File: config.mk
export PLATFORM = sky130hd
export DESIGN_NAME = rx_emd_filter
export DESIGN_NICKNAME = d
export VERILOG_FILES = /design/src/rtl/rxf_pkg.sv /design/src/rtl/rxf_coll_mask.sv /design/src/rtl/rxf_classifier.sv /design/src/rtl/rxf_hold.sv /design/src/rtl/rx_emd_filter.sv
export SDC_FILE = /design/constraint.sdc
export NUM_CORES = 1
export LEC_CHECK = 0
export BUFFER_PORTS_ARGS = -buffer_cell sky130_fd_sc_hd__buf_2
export CAP_MARGIN = 20
export CORE_UTILIZATION = 30
export DETAILED_ROUTE_END_ITERATION = 10
export GPL_TIMING_DRIVEN = 0
export PLACE_DENSITY_LB_ADDON = 0.1
export SETUP_SLACK_MARGIN = 0.15
export SLEW_MARGIN = 10
export SYNTH_ARGS = -nofsm -noshare
export SYNTH_HDL_FRONTEND = slang
export SYNTH_SLANG_ARGS = --single-unit
File: constraint.sdc
create_clock -name clk -period 5.85 [get_ports clk]
set_clock_uncertainty 0.2 [all_clocks]
set_input_delay 1.17 -clock clk [delete_from_list [all_inputs] [get_ports clk]]
set_output_delay 1.17 -clock clk [all_outputs]
set_load 0.02 [all_outputs]
File: src/rtl/rxf_pkg.sv
package rxf_pkg;
  localparam logic [2:0] MODE_OFF     = 3'd0;
  localparam logic [2:0] MODE_STD     = 3'd1;
  localparam logic [2:0] MODE_W3      = 3'd2;
  localparam logic [2:0] MODE_W4      = 3'd3;
  localparam logic [2:0] MODE_W4_DROP = 3'd4;
  localparam int         STD_MIN_LEN  = 4;

  typedef struct packed {
    logic ok;
    logic par;
    logic crc;
    logic data;
  } rxf_stat_t;

  // classification window length in bytes, 0 when the mode has none
  function automatic logic [2:0] window_of(input logic [2:0] mode);
    case (mode)
      MODE_W3:      return 3'd3;
      MODE_W4:      return 3'd4;
      MODE_W4_DROP: return 3'd4;
      default:      return 3'd0;
    endcase
  endfunction
endpackage

File: src/rtl/rxf_coll_mask.sv
module rxf_coll_mask #(
  parameter int DATA_W = 8,
  parameter int POS_W  = $clog2(DATA_W)
) (
  input  logic              clk,
  input  logic              rst,
  input  logic              clr,
  input  logic              valid,
  input  logic [DATA_W-1:0] din,
  input  logic              coll,
  input  logic [POS_W-1:0]  pos,
  input  logic              keep,
  output logic [DATA_W-1:0] dout
);
  logic              after_q;
  logic [DATA_W-1:0] low_mask;

  always_ff @(posedge clk) begin
    if (rst || clr) after_q <= 1'b0;
    else if (valid && coll) after_q <= 1'b1;
  end

  // bits 0..pos survive in the colliding byte
  always_comb begin
    for (int i = 0; i < DATA_W; i++) low_mask[i] = (i <= int'(pos));
  end

  always_comb begin
    if (keep)         dout = din;
    else if (after_q) dout = '0;
    else if (coll)    dout = din & low_mask;
    else              dout = din;
  end
endmodule

File: src/rtl/rxf_classifier.sv
module rxf_classifier
  import rxf_pkg::*;
#(
  parameter int CNT_W = 8
) (
  input  logic             clk,
  input  logic             rst,
  input  logic             sof,
  input  logic             valid,
  input  logic             par_err,
  input  logic             par_miss,
  input  logic             coll,
  input  logic             partial,
  input  logic             crc_ok,
  input  logic [2:0]       mode,
  input  logic             par_emd,
  input  logic             adv_emd,
  input  logic             miss_emd,
  input  logic             coll_data,
  input  logic             crc_en,
  input  logic             allow_bits,
  output logic             emd_now,
  output logic             fin_drop,
  output logic             fin_bitframe,
  output rxf_stat_t        fin_stat
);
  localparam logic [CNT_W-1:0] CNT_MAX = '1;
  localparam logic [CNT_W-1:0] MIN_LEN = CNT_W'(STD_MIN_LEN);

  logic [CNT_W-1:0] cnt_q, pos_k, win_n;
  logic             emd_q, par_q, coll_q, part_q;
  logic [2:0]       win;
  logic             perr, last_win, miss_rule;

  assign win       = window_of(mode);
  assign win_n     = CNT_W'(win);
  assign pos_k     = (cnt_q == CNT_MAX) ? cnt_q : cnt_q + 1'b1;
  assign perr      = par_err || par_miss;
  assign last_win  = (win != 3'd0) && (pos_k == win_n);
  assign miss_rule = par_miss && (win == 3'd4) && adv_emd && miss_emd;

  always_ff @(posedge clk) begin
    if (rst || sof) begin
      cnt_q <= '0; emd_q <= 1'b0; par_q <= 1'b0; coll_q <= 1'b0; part_q <= 1'b0;
    end else if (valid) begin
      cnt_q  <= pos_k;
      coll_q <= coll_q | coll;
      part_q <= part_q | partial;
      if ((win != 3'd0) && (pos_k < win_n) && perr) emd_q <= 1'b1;
      else if (last_win) begin
        if (miss_rule || (par_err && par_emd)) emd_q <= 1'b1;
        else if (perr) par_q <= 1'b1;
      end else if (perr) par_q <= 1'b1;
    end
  end

  assign emd_now = emd_q;

  logic crc_bad, emd_fin, short_drop, bit_drop;
  always_comb begin
    fin_bitframe = (cnt_q == CNT_W'(1)) && part_q;
    crc_bad      = crc_en && !fin_bitframe && !crc_ok;
    if (mode == MODE_STD)  emd_fin = (par_q || crc_bad) && (cnt_q < MIN_LEN);
    else if (win != 3'd0)  emd_fin = emd_q || (crc_bad && (cnt_q <= win_n));
    else                   emd_fin = 1'b0;
    short_drop = (mode == MODE_W4_DROP) && !par_q && !crc_bad && (cnt_q < MIN_LEN);
    bit_drop   = crc_en && fin_bitframe && !allow_bits;
    fin_drop   = emd_fin || short_drop || bit_drop || (cnt_q == '0);
    fin_stat.par  = par_q;
    fin_stat.crc  = crc_bad;
    fin_stat.data = coll_data && coll_q;
    fin_stat.ok   = !(par_q || crc_bad || (coll_data && coll_q));
  end
endmodule

File: src/rtl/rxf_hold.sv
module rxf_hold #(
  parameter int DATA_W = 8,
  parameter int DEPTH  = 4,
  parameter int CW     = $clog2(DEPTH + 1)
) (
  input  logic              clk,
  input  logic              rst,
  input  logic              clear,
  input  logic              push,
  input  logic              pop,
  input  logic [DATA_W-1:0] din,
  output logic [DATA_W-1:0] head,
  output logic [CW-1:0]     count,
  output logic              full
);
  localparam int IW = (DEPTH > 1) ? $clog2(DEPTH) : 1;

  logic [DATA_W-1:0] mem [DEPTH];

  assign head = mem[0];
  assign full = (count == CW'(DEPTH));

  always_ff @(posedge clk) begin
    if (rst || clear) begin
      count <= '0;
    end else if (push) begin
      if (full) begin
        for (int i = 0; i < DEPTH - 1; i++) mem[i] <= mem[i+1];
        mem[DEPTH-1] <= din;
      end else begin
        mem[count[IW-1:0]] <= din;
        count <= count + 1'b1;
      end
    end else if (pop && (count != '0)) begin
      for (int i = 0; i < DEPTH - 1; i++) mem[i] <= mem[i+1];
      count <= count - 1'b1;
    end
  end
endmodule

File: src/rtl/rx_emd_filter.sv
module rx_emd_filter
  import rxf_pkg::*;
#(
  parameter int DATA_W     = 8,
  parameter int POS_W      = $clog2(DATA_W),
  parameter int HOLD_DEPTH = 4,
  parameter int CRC_BYTES  = 2,
  parameter int CNT_W      = 8
) (
  input  logic              clk,
  input  logic              rst,
  input  logic [2:0]        cfg_mode,
  input  logic              cfg_par_emd,
  input  logic              cfg_adv_emd,
  input  logic              cfg_miss_emd,
  input  logic              cfg_coll_data,
  input  logic              cfg_keep_coll,
  input  logic              cfg_crc_en,
  input  logic              cfg_allow_bits,
  input  logic              cfg_crc_to_mem,
  input  logic              in_sof,
  input  logic              in_valid,
  input  logic [DATA_W-1:0] in_byte,
  input  logic              in_par_err,
  input  logic              in_par_miss,
  input  logic              in_coll,
  input  logic [POS_W-1:0]  in_coll_pos,
  input  logic              in_partial,
  input  logic              in_eof,
  input  logic              in_crc_ok,
  output logic              out_wr,
  output logic [DATA_W-1:0] out_byte,
  output logic              out_done,
  output logic              out_ok,
  output logic              out_par_err,
  output logic              out_crc_err,
  output logic              out_data_err
);
  localparam int CW = $clog2(HOLD_DEPTH + 1);
  localparam logic [CW-1:0] STRIP_MAX = CW'(CRC_BYTES);

  logic [DATA_W-1:0] masked, head;
  logic [CW-1:0]     hcount, strip_n, rem_q;
  logic              full, emd_now, fin_drop, fin_bitframe;
  logic              flushing_q, push, pop, hold_clr;
  rxf_stat_t         fin_stat, stat_q;

  rxf_coll_mask #(.DATA_W(DATA_W), .POS_W(POS_W)) u_mask (
    .clk(clk), .rst(rst), .clr(in_sof), .valid(in_valid), .din(in_byte),
    .coll(in_coll), .pos(in_coll_pos), .keep(cfg_keep_coll), .dout(masked)
  );

  rxf_classifier #(.CNT_W(CNT_W)) u_cls (
    .clk(clk), .rst(rst), .sof(in_sof), .valid(in_valid),
    .par_err(in_par_err), .par_miss(in_par_miss), .coll(in_coll),
    .partial(in_partial), .crc_ok(in_crc_ok), .mode(cfg_mode),
    .par_emd(cfg_par_emd), .adv_emd(cfg_adv_emd), .miss_emd(cfg_miss_emd),
    .coll_data(cfg_coll_data), .crc_en(cfg_crc_en), .allow_bits(cfg_allow_bits),
    .emd_now(emd_now), .fin_drop(fin_drop), .fin_bitframe(fin_bitframe),
    .fin_stat(fin_stat)
  );

  assign push     = in_valid && !flushing_q;
  assign pop      = flushing_q && (rem_q != '0);
  assign hold_clr = in_sof || (!flushing_q && in_eof && fin_drop) ||
                    (flushing_q && (rem_q == '0));

  rxf_hold #(.DATA_W(DATA_W), .DEPTH(HOLD_DEPTH), .CW(CW)) u_hold (
    .clk(clk), .rst(rst), .clear(hold_clr), .push(push), .pop(pop),
    .din(masked), .head(head), .count(hcount), .full(full)
  );

  always_comb begin
    if (cfg_crc_en && !cfg_crc_to_mem && !fin_bitframe)
      strip_n = (hcount > STRIP_MAX) ? STRIP_MAX : hcount;
    else
      strip_n = '0;
  end

  always_ff @(posedge clk) begin
    if (rst) begin
      out_wr <= 1'b0; out_byte <= '0; out_done <= 1'b0;
      out_ok <= 1'b0; out_par_err <= 1'b0; out_crc_err <= 1'b0; out_data_err <= 1'b0;
      flushing_q <= 1'b0; rem_q <= '0; stat_q <= '0;
    end else begin
      out_wr <= 1'b0; out_done <= 1'b0;
      out_ok <= 1'b0; out_par_err <= 1'b0; out_crc_err <= 1'b0; out_data_err <= 1'b0;
      if (flushing_q) begin
        if (rem_q != '0) begin
          out_wr   <= 1'b1;
          out_byte <= head;
          rem_q    <= rem_q - 1'b1;
        end else begin
          out_done     <= 1'b1;
          out_ok       <= stat_q.ok;
          out_par_err  <= stat_q.par;
          out_crc_err  <= stat_q.crc;
          out_data_err <= stat_q.data;
          flushing_q   <= 1'b0;
        end
      end else begin
        if (in_valid && full && !emd_now) begin
          out_wr   <= 1'b1;
          out_byte <= head;
        end
        if (in_eof && !fin_drop) begin
          flushing_q <= 1'b1;
          rem_q      <= hcount - strip_n;
          stat_q     <= fin_stat;
        end
      end
    end
  end
endmodule

==> flow_summary_export.csv, run 1 <==
group,metric,value,unit
outcome,outcome,"completed",
critical_path,crit_required,5730,ps
synth,syn_inst,324,
routing,drt_iter0_drc,51,
synth,syn_area,0.003533,sq mm
power,vdd_drop_max,0.1147,mV
critical_path,startpoint_type,"input pin",
sta,setup_viol,0,
critical_path,endpoint_kind,"flip-flop",
critical_path,worstSetupPathType,"in2reg",
power,power,1.201,mW
clock_network,cts_buffers,9,
global_route,antenna_found_initial,0,
final_layout,ff_latch_area,0.001722,sq mm
sta,rsz0062_at_grt,"no",
critical_path,worstPathArrival,3730,ps
routing,dr.pass1.iters,4,
clock_network,cts_tree,"yes",
clock_network,path_clk_slew,60,ps
routing,drc,0,
min_path,hp-class,"reg2reg",
die,io_pins,46,
synth,async_reset_ff_share,0,%
global_route,grt_max_degree,14,
synth,ys_top_cells_by_count,"dfxtp_1 (38), nor2_1 (38), edfxtp_1 (32)",
routing,finalWirelength,7240,microns
clock_network,htree_levels,3,
min_path,whs_path_depth,1,
critical_path,crit_buf_inv,1,
routing,via_count,2471,
synth,synth_top_area_share,27.20,%
final_layout,multi_input_area,0.001725,sq mm
sta,period_needed,3850,ps
die,dieHeight,110.5,microns
critical_path,path_max_fanout,9,
synth,synth-xor-area-share,1.735,%
die,coreArea,0.01147,sq mm
sta,relSlewSlack,56.31,%
synth,yosys_warnings,0,
synth,synth-compound-area-share,10.62,%
place,port_buffers,45,
final_layout,final_nets,427,
flow_run,max_cap_violations,0,
synth,syn_nets,370,
sta,finalHoldViolations,0,
power,p_per_area,281.6,mW/mm^2
final_layout,diodes,0,
clock_network,post_cts_buffers,0,
global_route,overflow,0,
synth,synth_top_family_by_area,"simple AND/OR/NAND/NOR gates",
final_layout,nFillCells,1145,
synth,synthMuxAreaShare,12.50,%
synth,synth_edf_count,32,
synth,syn_avg_cell_area,10.91,sq um
synth,netlist_top_cells_area,"edfxtp_1 (27%), dfxtp_1 (22%), mux2_2 (5.4%), ha_1 (4.2%), nor2_1 (4.0%)",
clock_network,cts.sinks,70,
clock_network,ctsRootBufferMaster,"clkbuf_16",
synth,ys_types,50,
synth,synth-simple-area-share,18.59,%
die,die_width,110.5,microns
sta,setup_tns,0,ps
place,gp_congestion,0.7677,
clock_network,cts_max_path_buffers,2,
place,dp_hpwl,5545,microns
synth,seq_area_frac_synth,48.73,%
critical_path,slowest_delay,490,ps
routing,ant_nets,0,
routing,via_per_inst,4.671,
synth,synth_top_area_cell,"edfxtp_1",
critical_path,crit_chain,"buf_2, nor2b_1, a21oi_1, ha_1, a31oi_1, a221oi_1, a31oi_2, a31oi_4, nor4_4, mux2_2",
sta,slew_violations,0,
power,p_leak,1.686,nW
die,die-area,0.01222,sq mm
clock_network,insertion_delay,330,ps
sta,fin_crit_sh,65.81,%
synth,ys_seq_elements,70,
die,start_util,30.81,%
clock_network,cts-resized-gates,0,
global_route,grt_pass1_wl,12120,microns
critical_path,path_delay_family,"compound AO/OA/AOI/OAI gates",
critical_path,r2r_cells,12,
die,rows,39,
global_route,grt_pass1_vias,2476,
final_layout,area_growth,20.72,%
sta,max_freq,259.8,MHz
clock_network,hold_buffers,0,
final_layout,layout-drive-gt1-share,24.87,%
routing,wire_per_inst,13.69,microns
synth,synthAdderAreaFrac,5.382,%
sta,tightest_slew,653.0,ps
synth,synth_flop_cell,"dfxtp_1",
critical_path,critPathSlowestCell,"nor4_4",
global_route,grtUsageTotal,12.47,%
critical_path,path_depth,10,
==> metrics by stage <==
step                      instance area, sq um  setup slack (ps)  util, %  std cells  hold slack (ps)
after floorplan                           3533              2027        -        324            228.5
after global placement                    3938              1366    34.34        512            241.7
after detailed placement                  3943              1642    34.38        513            245.6
after CTS                                 4265              1988    37.20        529            259.0
after global routing                      4265              1777    37.20        529            278.6
final                                     4265              2000    37.20        529            252.4
==> state kept, by name (all words and copies together), names as in the netlist <==
name	count
u_cls.emd_now	1
out_byte	8
u_cls.par_q	1
out_crc_err	1
u_cls.coll_q	1
stat_q	4
out_ok	1
u_hold.count	3
out_data_err	1
flushing_q	1
u_mask.after_q	1
out_done	1
out_par_err	1
u_cls.cnt_q	8
u_cls.part_q	1
out_wr	1
u_hold.mem	32
rem_q	3
==> final cells by class <==
class / instances / area share [%]
tap: 143 / 4.195
clock buffer: 10 / 5.368
multi-input combinational: 231 / 40.45
sequential: 70 / 40.36
timing repair buffer: 46 / 5.397
inverter: 14 / 1.232
buffer: 9 / 0.7920
clock inverter: 6 / 2.200
==> layout by cell type, fill, tap and decap left out, types with 3 or more instances in the layout <==
cell,n
nor2b_1,6
and3_1,4
xnor2_1,5
mux2_4,8
dfxtp_1,38
a31oi_1,5
o21ai_0,8
nor4b_1,3
nor3_1,3
nand2b_1,6
buf_2,46
a21oi_1,16
nand2_1,17
nand3_1,13
inv_1,14
nor2_1,38
nand3b_1,4
edfxtp_1,32
clkbuf_16,9
a221o_1,3
clkbuf_1,10
or3_1,5
o21a_1,3
mux2_2,17
and2_1,8
mux2i_1,13
ha_1,12
==> cells by family after synthesis <==
kind of cell               after synthesis
buffers and inverters                   23
muxes                                   38
xor gates and xnor gates                 7
AOI/OAI and AO/OA                       53
DFF                                     70
adders and majority gates               14
and+or+nand+nor                        119
==> per-layer routing <==
metal | share of wire, % | GRT usage, % | up-vias
met1 | 51 | 16.67 | 1139
li1 | - | - | 1288
met4 | 1.9 | 6.667 | 0
met2 | 44 | 18.92 | 34
met3 | 3.1 | 2.525 | 10
met5 | 0 | 0 | -
==> final timing paths <==
path                                      from  slack (ps)                to
worst max-delay path               cfg_mode[1]        2000  u_hold.mem[2][2]
worst min-delay path                 stat_q[1]         250       out_crc_err
worst max register to register  u_cls.cnt_q[0]        2410       u_cls.par_q
worst min register to register       stat_q[1]         250       out_crc_err
==> where the power goes <==
group          internal (mW)  switching (mW)
clock network          0.377           0.211
logic                 0.0384          0.0540
registers              0.517         0.00406
total                  0.932           0.269
(Power assumes the default switching activity.)
==> inputs of run 2 (changes only) <==
==> constraint.sdc (replaced) <==
create_clock -name clk -period 3.3 [get_ports clk]
set_clock_uncertainty 0.2 [all_clocks]
set_input_delay 0.66 -clock clk [delete_from_list [all_inputs] [get_ports clk]]
set_output_delay 0.66 -clock clk [all_outputs]
set_load 0.02 [all_outputs]
==> flow_summary_export.csv, run 2 (same netlist as run 1, synthesis figures left out) <==
group,metric,value,unit
critical_path,r2r_cells,13,
critical_path,startpoint_type,"flip-flop",
outcome,outcome,"completed",
final_layout,final_common_cell,"buf_2",
final_layout,post-route-util,38.12,%
final_layout,final_nets,431,
sta,relSlewSlack,58.57,%
power,p_clk_share,46.6,%
power,power_switching,480.7,uW
final_layout,area_growth,23.73,%
sta,timing.final.ws_setup,298.3,ps
sta,rsz0062_at_grt,"yes",
clock_network,cts_max_path_buffers,2,
power,p_leak,1.715,nW
final_layout,top_regs,"u_hold.mem (32), out_byte (8), u_cls.cnt_q (8)",
routing,via_per_inst,4.689,
power,pwr-share-comb,8.6,%
clock_network,path_clk_slew,60,ps
place,dp_cells,512,
global_route,grtUsageTotal,12.75,%
final_layout,largest-register,"u_hold.mem",
critical_path,rr_endpoint,"u_cls.par_q",
clock_network,cts.sinks,70,
sta,setup_viol,0,
sta,setup_tns,0,ps
routing,ant_nets,0,
sta,finalHoldViolations,0,
sta,max_freq,333.1,MHz
die,io_pins,46,
routing,via_count,2499,
power,internal_power,1.578,mW
critical_path,worstPathArrival,3000,ps
sta,tightest_slew,621.5,ps
clock_network,cts_tree,"yes",
min_path,hp-class,"reg2reg",
routing,drc,0,
routing,dr.pass1.iters,4,
sta,slew_violations,0,
flow_run,max_cap_violations,0,
critical_path,endpoint_kind,"flip-flop",
die,rows,39,
die,coreArea,0.01147,sq mm
place,dpl_cell_area,0.003965,sq mm
final_layout,diodes,0,
power,vdd_drop_max,0.2075,mV
die,start_util,30.81,%
clock_network,htree_levels,3,
min_path,min_to,"out_data_err",
critical_path,worstSetupPathType,"reg2reg",
place,port_buffers,45,
final_layout,layout_common_cells,"buf_2 (45), dfxtp_1 (37), nor2_1 (34), edfxtp_1 (32), mux2_2 (17)",
place,dp_hpwl,5621,microns
sta,period_needed,3002,ps
critical_path,r2r_slack,300,ps
routing,drt_iter0_drc,94,
final_layout,largest_reg_flops,32,
routing,wire_per_inst,13.78,microns
routing,finalWirelength,7347,microns
place,post-place-ws,-337.8,ps
final_layout,fin_area,0.004372,sq mm
die,die-area,0.01222,sq mm
clock_network,insertion_delay,330,ps
power,power,2.059,mW
global_route,antenna_found_initial,0,
critical_path,crit_required,3290,ps
clock_network,ctsRootBufferMaster,"clkbuf_16",
sta,fin_crit_sh,90.96,%
power,seq_power_share,44.9,%
final_layout,layout-drive-gt1-share,29.49,%
global_route,grt_pass1_wl,12410,microns
sta,timing.hold.ws,255.8,ps
final_layout,layout.cells.non_filler,533,
min_path,hold_path_startpoint,"stat_q[0]",
global_route,overflow,0,
global_route,grt_pass1_vias,2510,
clock_network,cts_buffers,9,
die,die_width,110.5,microns
critical_path,path_max_fanout,8,
critical_path,reg2reg_from,"u_cls.cnt_q[0]",
clock_network,hold_buffers,0,
min_path,whs_path_depth,1,
power,p_per_area,471.0,mW/mm^2
final_layout,nFillCells,1148,
power,sw_frac_of_total,23.35,%
die,dieHeight,110.5,microns
global_route,grt_max_degree,14,
place,gp_congestion,0.7306,
run 2: worst max-delay path by stage:
stage | endpoint | startpoint | slack [ps]
finish | u_cls.par_q | u_cls.cnt_q[0] | 300
global route | u_cls.par_q | u_cls.cnt_q[0] | 100
CTS | u_cls.par_q | u_cls.cnt_q[0] | 130
detailed placement | u_hold.mem[2][4] | cfg_mode[1] | -340
global placement | u_hold.mem[2][6] | cfg_mode[1] | -310
floorplan | u_hold.mem[1][0] | cfg_mode[1] | 150
run 2: timing repair:
| item | in CTS | in global routing |
|---|---|---|
| endpoints found under the setup margin | 42 | 47 |
| cloned | 0 | 0 |
| setup buffers | 4 | 1 |
| pin swaps | 3 | 4 |
| gates resized for setup | 4 | 12 |
run 2: worst max-delay path, cell delays in order (launching register included):
cell	delay, ps
dfxtp_1	420
ha_2	270
nand3_2	170
nor2_4	210
nand3_4	140
nand2_1	100
o21ai_1	90
ha_1	320
nor2b_1	130
o21ai_0	130
nand2_1	80
a221o_1	350
o221ai_1	170
a21oi_1	90
run 2: layer usage:
metal  vias to the layer above  track usage, %  routed length (microns)
li1                       1302               -                        -
met1                      1148           17.11                     3692
met2                        38           19.59                     3287
met3                        11           2.305                      213
met4                         0           6.578                      154
met5                         -               0                        0
run 2: area by class of cell:
cell class | count | area, sq um | share of cell area, %
multi-input combinational | 231 | 1804 | 41.27
buffer | 9 | 33.78 | 0.7728
clock inverter | 7 | 71.32 | 1.631
tap | 143 | 178.9 | 4.093
sequential | 70 | 1723 | 39.41
clock buffer | 9 | 225.2 | 5.152
inverter | 14 | 52.55 | 1.202
timing repair buffer | 50 | 282.8 | 6.468
run 2: power by group through the flow:
stage	clock network [mW]	logic, mW	registers, mW
detailed placement	0	0.169	0.942
CTS	0.983	0.173	0.924
global route	1.02	0.197	0.925
floorplan	0	0.111	0.942
finish	0.959	0.176	0.924
global placement	0	0.167	0.942
==> inputs of run 3 (changes only) <==
--- a/config.mk
+++ b/config.mk
@@ -8,9 +8,11 @@
 export BUFFER_PORTS_ARGS = -buffer_cell sky130_fd_sc_hd__buf_2
 export CAP_MARGIN = 20
 export CORE_UTILIZATION = 30
+export CTS_CLUSTER_SIZE = 40
 export DETAILED_ROUTE_END_ITERATION = 10
 export GPL_TIMING_DRIVEN = 0
 export PLACE_DENSITY_LB_ADDON = 0.1
+export REMOVE_ABC_BUFFERS = 1
 export SETUP_SLACK_MARGIN = 0.15
 export SLEW_MARGIN = 10
 export SYNTH_ARGS = -nofsm -noshare
==> flow_summary_export.csv, run 3 (same netlist as run 1, synthesis figures left out) <==
group,metric,value,unit
sta,timing.hold.ws,256.8,ps
sta,fin_crit_sh,92.39,%
global_route,grt_pass1_vias,2386,
clock_network,ctsRootBufferMaster,"clkbuf_16",
critical_path,r2r_slack,280,ps
global_route,grt_max_degree,21,
die,die_width,110.5,microns
sta,period_needed,3049,ps
power,p_per_area,473.0,mW/mm^2
final_layout,fin_area,0.004375,sq mm
global_route,antenna_found_initial,0,
clock_network,cts.sinks,70,
die,rows,39,
global_route,overflow,0,
critical_path,endpoint_kind,"flip-flop",
place,dp_hpwl,5323,microns
power,p_leak,1.727,nW
global_route,met2_usage,19.05,%
critical_path,rr_endpoint,"u_cls.par_q",
die,die-area,0.01222,sq mm
flow_run,max_cap_violations,0,
final_layout,post-route-util,38.16,%
sta,rsz0062_at_grt,"yes",
global_route,grtUsageMet1,16.41,%
clock_network,cts_buffers,9,
routing,via_per_inst,4.700,
clock_network,cts_max_path_buffers,2,
routing,dr.pass1.iters,6,
routing,drt_iter0_drc,54,
routing,ant_nets,0,
place,gp_congestion,0.7556,
critical_path,worstSetupEndpoint,"u_hold.mem[3][6]",
final_layout,largest-register,"u_hold.mem",
clock_network,path_clk_slew,60,ps
clock_network,htree_levels,3,
routing,finalWirelength,7297,microns
critical_path,crit_path_start,"cfg_mode[1]",
die,io_pins,46,
die,start_util,30.81,%
sta,slew_violations,0,
place,port_buffers,45,
final_layout,layout_common_cells,"buf_2 (45), dfxtp_1 (37), nor2_1 (34), edfxtp_1 (32), mux2_2 (17)",
global_route,grt_pass1_wl,12070,microns
critical_path,worstPathArrival,2890,ps
critical_path,worstSetupPathType,"in2reg",
min_path,hp-class,"reg2reg",
place,dp_cells,504,
sta,setup_viol,0,
final_layout,layout-drive-gt1-share,30.75,%
power,vdd_drop_max,0.1961,mV
sta,setup_tns,0,ps
critical_path,path_max_fanout,6,
critical_path,r2r_cells,13,
routing,drc,0,
critical_path,reg2reg_from,"u_cls.cnt_q[1]",
critical_path,crit_required,3140,ps
clock_network,insertion_delay,330,ps
routing,wire_per_inst,13.77,microns
final_layout,area_growth,23.83,%
final_layout,final_common_cell,"buf_2",
global_route,groute.layer.met3.usage,3.293,%
sta,finalHoldViolations,0,
clock_network,cts_tree,"yes",
die,coreArea,0.01147,sq mm
global_route,grt-busiest-layer,"met2",
sta,timing.final.ws_setup,251.2,ps
final_layout,final_nets,428,
sta,relSlewSlack,50.74,%
power,power,2.070,mW
final_layout,top_regs,"u_hold.mem (32), out_byte (8), u_cls.cnt_q (8)",
final_layout,largest_reg_flops,32,
sta,max_freq,328.0,MHz
global_route,grtUsageTotal,12.37,%
die,dieHeight,110.5,microns
routing,via_count,2491,
final_layout,diodes,0,
clock_network,hold_buffers,0,
place,post-place-ws,-392.2,ps
outcome,outcome,"completed",
critical_path,startpoint_type,"input pin",
sta,tightest_slew,739.0,ps
final_layout,layout.cells.non_filler,530,
place,dpl_cell_area,0.003909,sq mm
==> run 3: worst min path at each step <==
| stage | slack, ps | cells after the start | startpoint | end |
|---|---|---|---|---|
| finish | 260 | 1 | stat_q[2] | out_par_err |
| global route | 270 | 1 | stat_q[1] | out_crc_err |
| CTS | 260 | 1 | stat_q[2] | out_par_err |
| detailed placement | 250 | 1 | stat_q[2] | out_par_err |
| global placement | 240 | 1 | stat_q[2] | out_par_err |
| floorplan | 230 | 2 | u_cls.coll_q | u_cls.coll_q |
==> run 3: final cells by class <==
| class | count | area (sq um) |
|---|---|---|
| inverter | 14 | 52.55 |
| fill | 1132 | 7092 |
| sequential | 70 | 1723 |
| timing repair buffer | 56 | 331.6 |
| tap | 143 | 178.9 |
| clock inverter | 6 | 68.82 |
| clock buffer | 10 | 229.0 |
| multi-input combinational | 231 | 1792 |
==> run 3: metal layers <==
metal	wire length (microns)	up-vias
met3	236	7
met1	3681	1158
met2	3288	29
met5	0	-
met4	90	0
li1	-	1297
==> run 3: repair_timing <==
action / in CTS / in global routing
pin swaps: 3 / 6
buffers inserted: 4 / 6
endpoints found under the setup margin: 48 / 57
gates resized for setup: 6 / 17
==> run 3: worst max-delay path: stages <==
cell	delay [ps]
buf_2	130
nor2b_4	180
nand2_1	120
inv_1	110
ha_1	240
a31oi_1	210
a221oi_2	100
a31oi_2	240
a31oi_4	190
buf_4	210
a211oi_4	320
buf_6	180
==> run 3: where the power goes <==
| part | total [mW] | internal (mW) | leakage [nW] | switching, mW |
|---|---|---|---|---|
| logic | 0.173 | 0.0744 | 0.987 | 0.0982 |
| clock network | 0.971 | 0.591 | 0.143 | 0.380 |
| registers | 0.927 | 0.916 | 0.596 | 0.0102 |
